<file path="config.mk">
export PLATFORM = sky130hd
export DESIGN_NAME = sio_irq_vector
export DESIGN_NICKNAME = d
export VERILOG_FILES = /design/src/rtl/sivc_pkg.sv /design/src/rtl/sio_irq_vector_ctrl.sv /design/src/rtl/sio_irq_vector_dp.sv /design/src/rtl/sio_irq_vector.sv
export SDC_FILE = /design/constraint.sdc
export NUM_CORES = 1
export LEC_CHECK = 0
export BUFFER_PORTS_ARGS = -buffer_cell sky130_fd_sc_hd__buf_2
export CORE_MARGIN = 8
export CORE_UTILIZATION = 44
export CTS_CLUSTER_DIAMETER = 200
export CTS_CLUSTER_SIZE = 20
export DETAILED_ROUTE_END_ITERATION = 16
export PLACE_DENSITY = 0.76
export SYNTH_ARGS = -nofsm -noshare
export SYNTH_HDL_FRONTEND = slang
export SYNTH_HIERARCHICAL = 1
export SYNTH_SLANG_ARGS = --single-unit
</file>
<file path="constraint.sdc">
create_clock -name clk -period 1.54 [get_ports clk]
set_clock_uncertainty 0.2 [all_clocks]
set_input_delay 0.077 -clock clk [delete_from_list [all_inputs] [get_ports clk]]
set_output_delay 0.077 -clock clk [all_outputs]
set_load 0.005 [all_outputs]
</file>
<file path="src/rtl/sivc_pkg.sv">
package sivc_pkg;
  localparam int NUM_CH = 2;
  localparam int VEC_W  = 8;
  localparam int CODE_W = 3;

  typedef enum logic [1:0] {CAUSE_NONE, CAUSE_RX, CAUSE_TX} cause_e;

  typedef struct packed {
    logic rxPend;
    logic rxIus;
    logic rxAvail;
    logic txPend;
    logic txIus;
    logic txFlag;
    logic txEmpty;
    logic brk;
  } chFlags_t;

  typedef struct packed {
    logic   setRx;
    logic   clrRx;
    logic   clrRxIus;
    logic   raiseRxSvc;
    logic   setTxPend;
    logic   clrTx;
    logic   clrTxIus;
    logic   raiseTxSvc;
    logic   txFlagOn;
    logic   dropTxPend;
    logic   setEmpty;
    logic   setBrk;
    logic   vecLoad;
    cause_e vecCause;
  } chStrobe_t;

  // Cause code: bit2 marks channel A, bits1:0 give the kind.
  function automatic logic [CODE_W-1:0] causeCode(cause_e c, logic isA);
    case (c)
      CAUSE_RX: causeCode = {isA, 2'b10};
      CAUSE_TX: causeCode = {isA, 2'b00};
      default:  causeCode = 3'b011;
    endcase
  endfunction

  // Low field sits at bits 3:1; high field holds the code reversed at bits 6:4.
  function automatic logic [VEC_W-1:0] placeCode(logic [CODE_W-1:0] c, logic hi);
    if (hi) placeCode = {1'b0, c[0], c[1], c[2], 4'b0000};
    else    placeCode = {4'b0000, c, 1'b0};
  endfunction
endpackage

</file>
<file path="src/rtl/sio_irq_vector_ctrl.sv">
module sio_irq_vector_ctrl
  import sivc_pkg::*;
(
  input  logic      rxByteEvt,
  input  logic      txEmptyEvt,
  input  logic      brkEvt,
  input  logic      dataRdEvt,
  input  logic      dataWrEvt,
  input  logic      rstIusCmd,
  input  logic      clrTxCmd,
  input  logic      txIntEn,
  input  logic      rxPend,
  input  logic      rxIus,
  input  logic      txPend,
  output chStrobe_t strb
);
  always_comb begin
    strb          = '0;
    strb.vecCause = CAUSE_NONE;
    strb.txFlagOn = txIntEn;
    strb.setBrk   = brkEvt;
    if (dataRdEvt) begin
      strb.clrRx   = 1'b1;
      strb.vecLoad = 1'b1;
      if (txPend) begin
        strb.raiseTxSvc = 1'b1;
        strb.vecCause   = CAUSE_TX;
      end
    end else if (clrTxCmd) begin
      strb.clrTx   = 1'b1;
      strb.vecLoad = 1'b1;
      if (rxPend) begin
        strb.raiseRxSvc = 1'b1;
        strb.vecCause   = CAUSE_RX;
      end
    end else if (rstIusCmd) begin
      if (rxIus) begin
        strb.clrRxIus = 1'b1;
        if (txPend) begin
          strb.raiseTxSvc = 1'b1;
          strb.vecLoad    = 1'b1;
          strb.vecCause   = CAUSE_TX;
        end
      end else begin
        strb.clrTxIus = 1'b1;
      end
    end else if (rxByteEvt) begin
      strb.setRx    = 1'b1;
      strb.vecLoad  = 1'b1;
      strb.vecCause = CAUSE_RX;
    end else if (txEmptyEvt) begin
      strb.setEmpty  = 1'b1;
      strb.setTxPend = 1'b1;
      if (!rxIus) begin
        strb.raiseTxSvc = 1'b1;
        strb.vecLoad    = 1'b1;
        strb.vecCause   = CAUSE_TX;
      end
    end else if (dataWrEvt) begin
      strb.dropTxPend = 1'b1;
    end
  end
endmodule

</file>
<file path="src/rtl/sio_irq_vector_dp.sv">
module sio_irq_vector_dp
  import sivc_pkg::*;
(
  input  logic                      clk,
  input  logic                      rstN,
  input  logic                      statusHigh,
  input  logic [NUM_CH-1:0]         txIntEn,
  input  logic [2*NUM_CH-1:0]       rxIntMode,
  input  logic [NUM_CH-1:0]         brkIntEn,
  input  chStrobe_t [NUM_CH-1:0]    strb,
  output chFlags_t  [NUM_CH-1:0]    flags,
  output logic                      irq,
  output logic [VEC_W-1:0]          pendBits,
  output logic [VEC_W-1:0]          vector
);
  localparam logic [VEC_W-1:0] VEC_RST = 8'h06;

  chFlags_t [NUM_CH-1:0] flagQ;
  logic [VEC_W-1:0]      vecQ, vecNext;
  logic [NUM_CH-1:0]     chReq, extBit;
  logic                  irqQ;

  always_ff @(posedge clk) begin
    if (!rstN) begin
      for (int c = 0; c < NUM_CH; c++) begin
        flagQ[c]         <= '0;
        flagQ[c].txEmpty <= 1'b1;
      end
    end else begin
      for (int c = 0; c < NUM_CH; c++) begin
        if (strb[c].clrRx)      flagQ[c].rxPend <= 1'b0;
        else if (strb[c].setRx) flagQ[c].rxPend <= 1'b1;

        if (strb[c].clrRx || strb[c].clrRxIus)           flagQ[c].rxIus <= 1'b0;
        else if (strb[c].setRx || strb[c].raiseRxSvc)    flagQ[c].rxIus <= 1'b1;

        if (strb[c].clrRx)      flagQ[c].rxAvail <= 1'b0;
        else if (strb[c].setRx) flagQ[c].rxAvail <= 1'b1;

        if (strb[c].clrTx || strb[c].dropTxPend) flagQ[c].txPend <= 1'b0;
        else if (strb[c].setTxPend)              flagQ[c].txPend <= 1'b1;

        if (strb[c].clrTx || strb[c].clrTxIus) flagQ[c].txIus <= 1'b0;
        else if (strb[c].raiseTxSvc)           flagQ[c].txIus <= 1'b1;

        if (strb[c].clrTx)           flagQ[c].txFlag <= 1'b0;
        else if (strb[c].raiseTxSvc) flagQ[c].txFlag <= flagQ[c].txFlag | strb[c].txFlagOn;

        if (strb[c].dropTxPend)    flagQ[c].txEmpty <= 1'b0;
        else if (strb[c].setEmpty) flagQ[c].txEmpty <= 1'b1;

        if (strb[c].setBrk) flagQ[c].brk <= 1'b1;
      end
    end
  end

  // Later iterations override earlier ones, so channel A (index 0) is applied last and wins.
  always_comb begin
    vecNext = vecQ;
    for (int c = NUM_CH - 1; c >= 0; c--) begin
      if (strb[c].vecLoad)
        vecNext = placeCode(causeCode(strb[c].vecCause, c == 0), statusHigh);
    end
  end

  always_ff @(posedge clk) begin
    if (!rstN) vecQ <= VEC_RST;
    else       vecQ <= vecNext;
  end

  genvar g;
  generate
    for (g = 0; g < NUM_CH; g++) begin : gReq
      logic rxModeOn;
      assign rxModeOn = (rxIntMode[2*g +: 2] == 2'd1) || (rxIntMode[2*g +: 2] == 2'd2);
      assign chReq[g] = (txIntEn[g] & flagQ[g].txPend) |
                        (rxModeOn & flagQ[g].rxPend) |
                        (brkIntEn[g] & flagQ[g].brk);
      assign extBit[g] = brkIntEn[g] & flagQ[g].brk;
    end
  endgenerate

  always_ff @(posedge clk) begin
    if (!rstN) irqQ <= 1'b0;
    else       irqQ <= |chReq;
  end

  assign pendBits = {2'b00,
                     flagQ[0].rxPend, flagQ[0].txFlag, extBit[0],
                     flagQ[1].rxPend, flagQ[1].txFlag, extBit[1]};
  assign flags  = flagQ;
  assign irq    = irqQ;
  assign vector = vecQ;

  assert_vector_legal_R4: assert property (@(posedge clk) disable iff (!rstN)
    vecQ inside {8'h06, 8'h0C, 8'h04, 8'h08, 8'h00, 8'h60, 8'h30, 8'h20, 8'h10});

  generate
    for (g = 0; g < NUM_CH; g++) begin : gChk
      assert_rxius_needs_pend_R5: assert property (@(posedge clk) disable iff (!rstN)
        flagQ[g].rxIus |-> flagQ[g].rxPend);
      assert_txflag_needs_ius_R3: assert property (@(posedge clk) disable iff (!rstN)
        $rose(flagQ[g].txFlag) |-> flagQ[g].txIus);
    end
  endgenerate
endmodule

</file>
<file path="src/rtl/sio_irq_vector.sv">
module sio_irq_vector
  import sivc_pkg::*;
(
  input  logic       clk,
  input  logic       rstN,
  input  logic       statusHigh,
  input  logic [1:0] txIntEn,
  input  logic [3:0] rxIntMode,
  input  logic [1:0] brkIntEn,
  input  logic [1:0] rxByteEvt,
  input  logic [1:0] txEmptyEvt,
  input  logic [1:0] brkEvt,
  input  logic [1:0] dataRdEvt,
  input  logic [1:0] dataWrEvt,
  input  logic [1:0] rstIusCmd,
  input  logic [1:0] clrTxCmd,
  output logic       irq,
  output logic [7:0] pendBits,
  output logic [7:0] vector,
  output logic [1:0] rxAvail,
  output logic [1:0] txEmpty,
  output logic [1:0] brkStat
);
  chStrobe_t [NUM_CH-1:0] strb;
  chFlags_t  [NUM_CH-1:0] flags;

  genvar g;
  generate
    for (g = 0; g < NUM_CH; g++) begin : gCh
      sio_irq_vector_ctrl uCtrl (
        .rxByteEvt (rxByteEvt[g]),
        .txEmptyEvt(txEmptyEvt[g]),
        .brkEvt    (brkEvt[g]),
        .dataRdEvt (dataRdEvt[g]),
        .dataWrEvt (dataWrEvt[g]),
        .rstIusCmd (rstIusCmd[g]),
        .clrTxCmd  (clrTxCmd[g]),
        .txIntEn   (txIntEn[g]),
        .rxPend    (flags[g].rxPend),
        .rxIus     (flags[g].rxIus),
        .txPend    (flags[g].txPend),
        .strb      (strb[g])
      );
      assign rxAvail[g] = flags[g].rxAvail;
      assign txEmpty[g] = flags[g].txEmpty;
      assign brkStat[g] = flags[g].brk;

      assert_rx_entry_R5: assert property (@(posedge clk) disable iff (!rstN)
        (rxByteEvt[g] && !dataRdEvt[g] && !clrTxCmd[g] && !rstIusCmd[g])
        |=> (flags[g].rxAvail && flags[g].rxPend && flags[g].rxIus));
      assert_tx_held_R6: assert property (@(posedge clk) disable iff (!rstN)
        (txEmptyEvt[g] && flags[g].rxIus && !rxByteEvt[g] && !dataRdEvt[g] &&
         !clrTxCmd[g] && !rstIusCmd[g]) |=> $stable(flags[g].txIus));
      assert_read_clears_R8: assert property (@(posedge clk) disable iff (!rstN)
        dataRdEvt[g] |=> !flags[g].rxAvail);
    end
  endgenerate

  sio_irq_vector_dp uDp (
    .clk       (clk),
    .rstN      (rstN),
    .statusHigh(statusHigh),
    .txIntEn   (txIntEn),
    .rxIntMode (rxIntMode),
    .brkIntEn  (brkIntEn),
    .strb      (strb),
    .flags     (flags),
    .irq       (irq),
    .pendBits  (pendBits),
    .vector    (vector)
  );

  assert_quiet_irq_R2: assert property (@(posedge clk) disable iff (!rstN)
    (!flags[0].rxPend && !flags[0].txPend && !flags[0].brk &&
     !flags[1].rxPend && !flags[1].txPend && !flags[1].brk) |=> !irq);
endmodule

</file>
==> results.md, run 1 <==
* Initial antenna violation count at 0
* Die height at 67.84 um
* Flop2flop setup slack at -0.17 ns
* Final Max Tran Viols at 0
* Fmax at just under 600 MHz
* CP endpoint kind: flip-flop
* TritonCTS clock tree: yes
* Status: finished with violations
* # setup viols final at 6
* Most common library cell in the layout ignoring fill and taps: buf_2
* Design area at ~1700 um2
* Routed len/inst at ~14 um
* Final Hold Fails at 1
* Via Count at about 1200
* Setup ws final at -0.1684 ns
* DR vias/cell at between 5 and 6
* DR pass1 iterations at 4
* Grt ovf at 0
* Pwr/cell area at between 600 and 700 nW/um2
* Commonest cells after routing, fill and taps aside: buf_2, nor2_1, dfxtp_1
* Clk Latency, worst-skew pair at roughly 0.29 ns
* Worst-path clk slew at around 0.11 ns
* I/O Buffers at 43
* # Max-Cap Violations at 0
* Worst r2r src: uDp/flags[14]
* Critical Path Source: uDp/flags[14]
* Layout cells sized above 1 at a little under half
* Global-route usage over all layers at around 14%
* Area after DPL at 1430 um2
* RR Endpoint: uDp/vector[2]
* Htree depth at 1
* P_leak at approximately 0.73 nW
* End point of the critical path: uDp/vector[2]
* RSZ-0062 raised after global routing: true
* Die area at 4602 um2
* Period Utilization, post-route at 110.9%
* I/O pins at 48
* Min Tclk post-route at between 1.5 and 2 ns
* # rows at 19
* DRT antenna net count at 0
* Synth Cell Area at around 1200 um2
* Footprint of the multi-input gates at roughly 700 um2
* Vias in the first global route at 1155
* Seq. cell area at 387.9 um2
* Critical Path Start Type: flip-flop
* Syn Inst Count at 145
* CTS Buf Count at 3
* Clk sinks at 19
* DR iter-0 viols at 42
* CTS Hold Bufs at 13
* Setup TNS at -0.6206 ns
* Routability Congestion at 0.8955
* Avg Cell Area, Syn at ~8.2 um2
* Crit path arrival time at 1.69 ns
* Largest net degree at the start of global routing at 11
* Synthesis warning total at 6
* Fill count at between 200 and 250
* Worst setup path category: reg -> reg
* Worst min path class: in -> reg
* Initial Utilization at between 40% and 50%
* Post-route DRC at 0
* Worst reg2reg path depth at 6
* Clock Path Buffers at 2
* CP max FO at 4
* Failing checks: negative hold slack, negative setup slack
* Post-Route Utilization at approximately 62%
* Final hold slack at -0.01658 ns
* CTS root buffer: clkbuf_4
* Worst slack at placement at -0.1418 ns
* Critical Path RT at between 1.5 and 2 ns
* DPL Wire Length at about 2400 um
* ANT cells at 0
* Worst VDD drop at ~0.00044 V
* First-pass GRT wire length at 5092 um
* Core area at 2663 um2
* Nets at 230
* Routed Wire Length at 3363 um
* Die Wd at 67.84 um
* Area growth from synthesis to layout at 40.42%
## registers in the layout, summed over array words and instances, names as in the netlist
name	flops
uDp/irq	1
uDp/flags	12
uDp/vector	6
## how the worst min path moves through the flow
| stage | from | endpoint | slack, ns | depth (start not counted) |
|---|---|---|---|---|
| 2_1_floorplan | rstN | uDp/flags[1] | -0.05 | 1 |
| 3_3_place_gp | brkEvt[0] | uDp/flags[0] | 0.09 | 3 |
| 3_5_place_dp | brkEvt[1] | uDp/flags[8] | 0.09 | 3 |
| 4_1_cts | txEmptyEvt[1] | uDp/flags[12] | -0.01 | 3 |
| 5_1_grt | txEmptyEvt[1] | uDp/flags[12] | -0.009 | 3 |
| 6_report | txEmptyEvt[1] | uDp/flags[12] | -0.02 | 3 |
## worst max-delay path, cell delays in order (launching register included)
cell and delay (ns):
dfxtp_2 0.38, nand2b_4 0.15, a21oi_2 0.05, nand3b_1 0.25, nor2_4 0.21, nor2_1 0.06, a221o_1 0.29
## final cells by class
type,instances,share of cell area [%]
repair buffers,73,29.16
flip-flops and latches,19,23.36
clock buffers,4,1.583
multi-input cells,100,42.20
inverters,6,1.356
well taps,31,2.336
## through the flow
step / std cells / power, mW / hold slack, ns
global placement: 216 / 0.7178 / 0.08648
floorplan: 148 / 0.6490 / -0.04677
global route: 233 / 1.056 / -0.008720
finish: 233 / 1.012 / -0.01658
detailed placement: 216 / 0.7265 / 0.08871
CTS: 233 / 1.001 / -0.01494
## layer usage
metal / wire [um] / up-vias / global-route usage [%]
met4: 45 / 0 / 5.115
met2: 1987 / 33 / 29.35
met1: 1176 / 562 / 13.63
li1: - / 579 / -
met3: 154 / 6 / 1.800
met5: 0 / - / 0
## power by group
group          leakage, nW  switching, mW  internal [mW]
Clock               0.0150          0.148          0.101
Combinational        0.558          0.116          0.129
Sequential           0.158         0.0106          0.507
## what timing repair did
action                                  in CTS  in global routing
pin swaps                                    6                  4
resized for setup                           10                  8
buffers inserted                             0                  0
hold endpoints to repair                    18                  1
cloned                                       0                  0
endpoints found under the setup margin       6                  8
Note: power is estimated with default switching activity, not from simulation.
==> run 2: changes to the inputs <==
--- a/config.mk
+++ b/config.mk
@@ -6,6 +6,7 @@
 export NUM_CORES = 1
 export LEC_CHECK = 0
 export BUFFER_PORTS_ARGS = -buffer_cell sky130_fd_sc_hd__buf_2
+export CORE_ASPECT_RATIO = 0.9
 export CORE_MARGIN = 8
 export CORE_UTILIZATION = 44
 export CTS_CLUSTER_DIAMETER = 200
==> run 2 against run 1 <==
Worst hold slack worse by 0.053 ns. Via count increased by 0.34%. Sequential share of layout area fell by 0.30 points. Routed wire length rose by 1.7%. Total power grew 1.3%. Final cell count rose by 0.86%. Highest routed layer unchanged. The run still ends with negative hold slack, negative setup slack left.
==> results.md, run 2 (same netlist as run 1, synthesis figures left out) <==
* Commonest cells after routing, fill and taps aside: buf_2, nor2_1, buf_4
* Period Utilization, post-route at 110.7%
* Failing checks: negative hold slack, negative setup slack
* DR pass1 iterations at 4
* Critical Path RT at roughly 1.5 ns
* Die area at roughly 4600 um2
* Most common library cell in the layout ignoring fill and taps: buf_2
* Grt ovf at 0
* Fill count at between 200 and 250
* DR vias/cell at slightly above 5
* Critical Path Start Type: flip-flop
* CTS Buf Count at 3
* Flop2flop setup slack at -0.16 ns
* RSZ-0062 raised after global routing: true
* Met2 routed WL at roughly 1800 um
* Worst setup path category: reg -> reg
* Worst min path class: in -> reg
* Max reg flops at 12
* Pwr/cell area at a little over 600 nW/um2
* ANT cells at 0
* Final Hold Fails at 2
* Via Count at between 1000 and 1500
* Clk sinks at 19
* Crit path arrival time at 1.70 ns
* Min Tclk post-route at between 1.5 and 2 ns
* RR Endpoint: uDp/vector[6]
* Core area at between 2000 and 3000 um2
* Status: finished with violations
* Hold depth at 3
* # rows at 18
* CTS root buffer: clkbuf_4
* Htree depth at 1
* Routability Congestion at 0.8435
* Die height at about 65 um
* Hold endpoint: uDp/flags[9]
* # Max-Cap Violations at 0
* Area growth from synthesis to layout at 42.22%
* Total power at slightly above 1 mW
* Nets at 233
* # setup viols final at 6
* Finished Layout Cells at roughly 240
* Setup ws final at -0.1643 ns
* I/O pins at 48
* DRT antenna net count at 0
* Area after DPL at 1441 um2
* Clock Path Buffers at 2
* I/O Buffers at 43
* Post-route DRC at 0
* Routed len/inst at approximately 15 um
* Clk Latency, worst-skew pair at around 0.30 ns
* CP endpoint kind: flip-flop
* Placed cells at 215
* WL met1 at around 1300 um
* WL met3 at about 170 um
* Worst-path clk slew at around 0.11 ns
* P_leak at between 0.7 and 0.8 nW
* Routed Wire Length at around 3400 um
* Initial antenna violation count at 0
* Vias in the first global route at 1313
* Design area at between 1500 and 2000 um2
* Die Wd at between 70 and 80 um
* DR iter-0 viols at 45
* TritonCTS clock tree: yes
* Fmax at ~600 MHz
* Final hold slack at -0.06932 ns
* Largest net degree at the start of global routing at 12
* Final Max Tran Viols at 0
* Worst VDD drop at about 0.00039 V
* Layout cells sized above 1 at 47.32%
* CP max FO at 4
* Global-route usage over all layers at approximately 15%
* DR top layer: met4
* Worst r2r src: uDp/flags[14]
* Worst slack at placement at -0.1705 ns
* Hold Crit Start: txEmptyEvt[1]
* First-pass GRT wire length at ~5700 um
* Initial Utilization at 44.49%
* Worst reg2reg path depth at 7
* DPL Wire Length at around 2500 um
## run 2: power by group
group	internal [mW]	switching (mW)
logic	0.135	0.116
registers	0.507	0.00943
clock network	0.0969	0.161
## run 2: critical path, stage by stage, from the launching register on
cell	delay, ns
dfxtp_4	0.38
nand2_2	0.05
o21bai_1	0.15
o2bb2ai_2	0.14
ha_1	0.26
mux2i_2	0.18
o2bb2ai_1	0.08
and2_1	0.17
## run 2: worst max-delay path by stage
stage	slack (ns)	startpoint	to	cells past startpoint
2_1_floorplan	-0.04	uDp/flags[6]	uDp/vector[6]	7
3_3_place_gp	-0.08	uDp/flags[6]	uDp/vector[6]	7
3_5_place_dp	-0.17	uDp/flags[6]	uDp/vector[6]	7
4_1_cts	-0.15	uDp/flags[14]	uDp/vector[6]	7
5_1_grt	-0.25	uDp/flags[6]	uDp/vector[6]	7
6_report	-0.16	uDp/flags[14]	uDp/vector[6]	7
## run 2: per-layer routing
metal | vias to the layer above | track usage (%)
met5 | - | 0
met4 | 0 | 7.513
met3 | 14 | 3.951
met2 | 41 | 28.36
met1 | 539 | 14.96
li1 | 590 | -
## run 2: cell type report
type / count / area, um2 / share of cell area (%)
Clock buffer: 3 / 22.52 / 1.339
Sequential cell: 19 / 387.9 / 23.07
Clock inverter: 1 / 5.005 / 0.2976
Multi-Input combinational cell: 100 / 694.4 / 41.29
Inverter: 6 / 22.52 / 1.339
Timing Repair Buffer: 76 / 511.7 / 30.43
Tap cell: 30 / 37.54 / 2.232
## run 2: repair_timing
action                                 4_1_cts  5_1_grt
endpoints found under the hold margin       19        0
pin swaps                                    3        3
buffers inserted                             2        1
gates cloned                                 0        0
hold buffers                                14        0
setup endpoints to repair                    6        8
resized for setup                            9        6
## run 2: metrics by stage
stage | setup TNS (ns) | hold WS, ns | utilization, %
after floorplan | -0.04954 | -0.04677 | -
after global placement | -0.1352 | 0.08575 | 54.24
after detailed placement | -0.4754 | 0.08694 | 54.24
after CTS | -0.5932 | -0.01543 | 62.48
after global routing | -1.085 | 0.002638 | 63.28
final | -0.6805 | -0.06932 | 63.28
==> run 3: changes to the inputs <==
--- a/config.mk
+++ b/config.mk
@@ -7,7 +7,6 @@
 export LEC_CHECK = 0
 export BUFFER_PORTS_ARGS = -buffer_cell sky130_fd_sc_hd__buf_2
 export CORE_ASPECT_RATIO = 0.9
-export CORE_MARGIN = 8
 export CORE_UTILIZATION = 44
 export CTS_CLUSTER_DIAMETER = 200
 export CTS_CLUSTER_SIZE = 20
==> run 3 against run 2 <==
The run still ends with negative hold slack, negative setup slack left. Design area is 8.8% higher. Die area is 37% lower. Core utilization is 10 points higher. Routed wire length is 14% higher. Clock power is 6% higher. Combinational power is 14% higher. Flip-flop and latch count stayed put. Critical path type unchanged. Largest cell class unchanged. Largest power group unchanged.
==> results.md, run 3 (same netlist as run 1, synthesis figures left out) <==
* Initial Utilization at 47.51%
* Failing checks: negative hold slack, negative setup slack
* TritonCTS clock tree: yes
* Critical path's top delay family: flip-flops
* Die Wd at between 50 and 60 um
* Placed cells at roughly 210
* CP endpoint kind: flip-flop
* Core area at approximately 2500 um2
* Finished Layout Cells at between 200 and 250
* Worst-path clk slew at 0.12 ns
* Min Tclk post-route at 1.753 ns
* P_leak at just over 0.8 nW
* Max reg flops at 12
* Area growth from synthesis to layout at 54.71%
* Worst min path class: in -> reg
* # rows at 17
* Die area at approximately 2900 um2
* Worst setup path category: reg -> reg
* First-pass GRT wire length at approximately 5500 um
* Cell chain of the critical path: nand2b_4 > a21oi_2 > nand3b_1 > buf_6 > mux2i_4 > buf_4 > o311ai_2
* Largest net degree at the start of global routing at 12
* Routing usage on met3 at 3.797%
* Routed Wire Length at between 3000 and 4000 um
* DR pass1 iterations at 4
* CTS Buf Count at 3
* Clock network fraction of design power at ~25%
* RSZ-0062 raised after global routing: true
* Clk sinks at 19
* Combinational fraction of design power at 26.4%
* Post-route DRC at 0
* Fill count at 172
* DPL Wire Length at between 2000 and 2500 um
* CTS root buffer: clkbuf_4
* Met2 GRT Util at 47.45%
* I/O Buffers at 43
* Footprint of the multi-input gates at between 700 and 800 um2
* Crit path arrival time at about 1.8 ns
* Via Count at 1326
* Clk Latency, worst-skew pair at approximately 0.31 ns
* Vias in the first global route at ~1200
* Psw at 0.3223 mW
* Nets at approximately 240
* Routability Congestion at about 0.85
* Htree depth at 1
* Final Max Tran Viols at 0
* Fmax at between 500 and 600 MHz
* Final Hold Fails at 2
* Area after DPL at 1434 um2
* Clock Path Buffers at 2
* Critical Path RT at ~1.6 ns
* Status: finished with violations
* Busiest grt layer: met2
* CP max stage cell: dfxtp_2
* P_int at 0.7577 mW
* Layout cells sized above 1 at around half
* CP max FO at 6
* Initial antenna violation count at 0
* Pwr/cell area at about 600 nW/um2
* DR vias/cell at about 5.4
* Die height at 51.18 um
* Final hold slack at -0.01601 ns
* # setup viols final at 6
* Setup ws final at -0.2126 ns
* DRT antenna net count at 0
* Reg power frac at 48.2%
* Seq. cell area at 385.4 um2
* Global-route usage over all layers at 24.95%
* Worst VDD drop at between 0.0005 and 0.0006 V
* Most common library cell in the layout ignoring fill and taps: buf_2
* DR iter-0 viols at 31
* Design area at approximately 1800 um2
* Commonest cells after routing, fill and taps aside: buf_2, buf_4, nor2_1
* Total power at roughly 1.1 mW
* Period Utilization, post-route at 113.8%
* Grt ovf at 0
* Slowest stage delay, CP at 0.38 ns
* WP buf/inv at 2
* Sw Share at ~30%
* Met1 usage at between 20% and 30%
* I/O pins at 48
* Routed len/inst at around 16 um
* # Max-Cap Violations at 0
* ANT cells at 0
* Critical Path Start Type: flip-flop
==> run 3: changes by cell type in the layout (fill, tap and decap cells not counted), sizes merged <==
cell / before / now
buf: 63 / 69
dlygate4sd3: 13 / 18
==> run 3: layout make-up <==
cell class              count  area share, %
clock buffers               3          1.231
clock inverters             1         0.2736
inverters                   6          1.231
multi-input cells         100          41.59
flip-flops and latches     19          21.07
well taps                  28          1.915
repair buffers             87          32.70
==> run 3: per-stage QoR <==
stage / hold WS [ns] / TNS [ns] / setup WS (ns) / util [%]
after floorplan: -0.04677 / -0.04954 / -0.03896 / -
after global routing: 0.02081 / -1.302 / -0.2604 / 73.50
after detailed placement: 0.09528 / -0.4112 / -0.1558 / 57.62
after CTS: -0.02607 / -0.4906 / -0.1268 / 69.48
final: -0.01601 / -1.091 / -0.2126 / 73.50
after global placement: 0.08559 / -0.1328 / -0.07802 / 57.62
==> run 3: routing by layer <==
metal | vias to the layer above | routed length, um
met5 | - | 0
met4 | 0 | 180
met3 | 18 | 204
met2 | 61 | 1993
met1 | 633 | 1507
li1 | 614 | -
==> run 3: timing repair <==
item / in CTS / in global routing
hold buffers: 18 / 0
setup endpoints to repair: 6 / 8
endpoints found under the hold margin: 19 / 0
buffers inserted: 6 / 2
resized for setup: 10 / 17
pin swaps: 3 / 10
==> run 3: power groups by stage <==
stage	clock, mW	sequential, mW	combinational (mW)
after floorplan	0	0.531	0.118
after global placement	0	0.529	0.190
after detailed placement	0	0.530	0.197
after CTS	0.275	0.519	0.248
after global routing	0.296	0.523	0.304
final	0.274	0.521	0.285
==> run 3: worst paths after layout <==
path / startpoint / endpoint / slack [ns] / cells after the start
max: uDp/flags[6] / uDp/vector[1] / -0.21 / 7
min: txEmptyEvt[1] / uDp/flags[12] / -0.02 / 3
max reg2reg: uDp/flags[6] / uDp/vector[1] / -0.21 / 7
min reg2reg: uDp/vector[5] / uDp/vector[5] / 0.29 / 2
==> run 3: tightest hold or removal path, stage by stage <==
cell     delay, ns
buf_2         0.15
nor3b_4       0.06
nor3_1        0.16
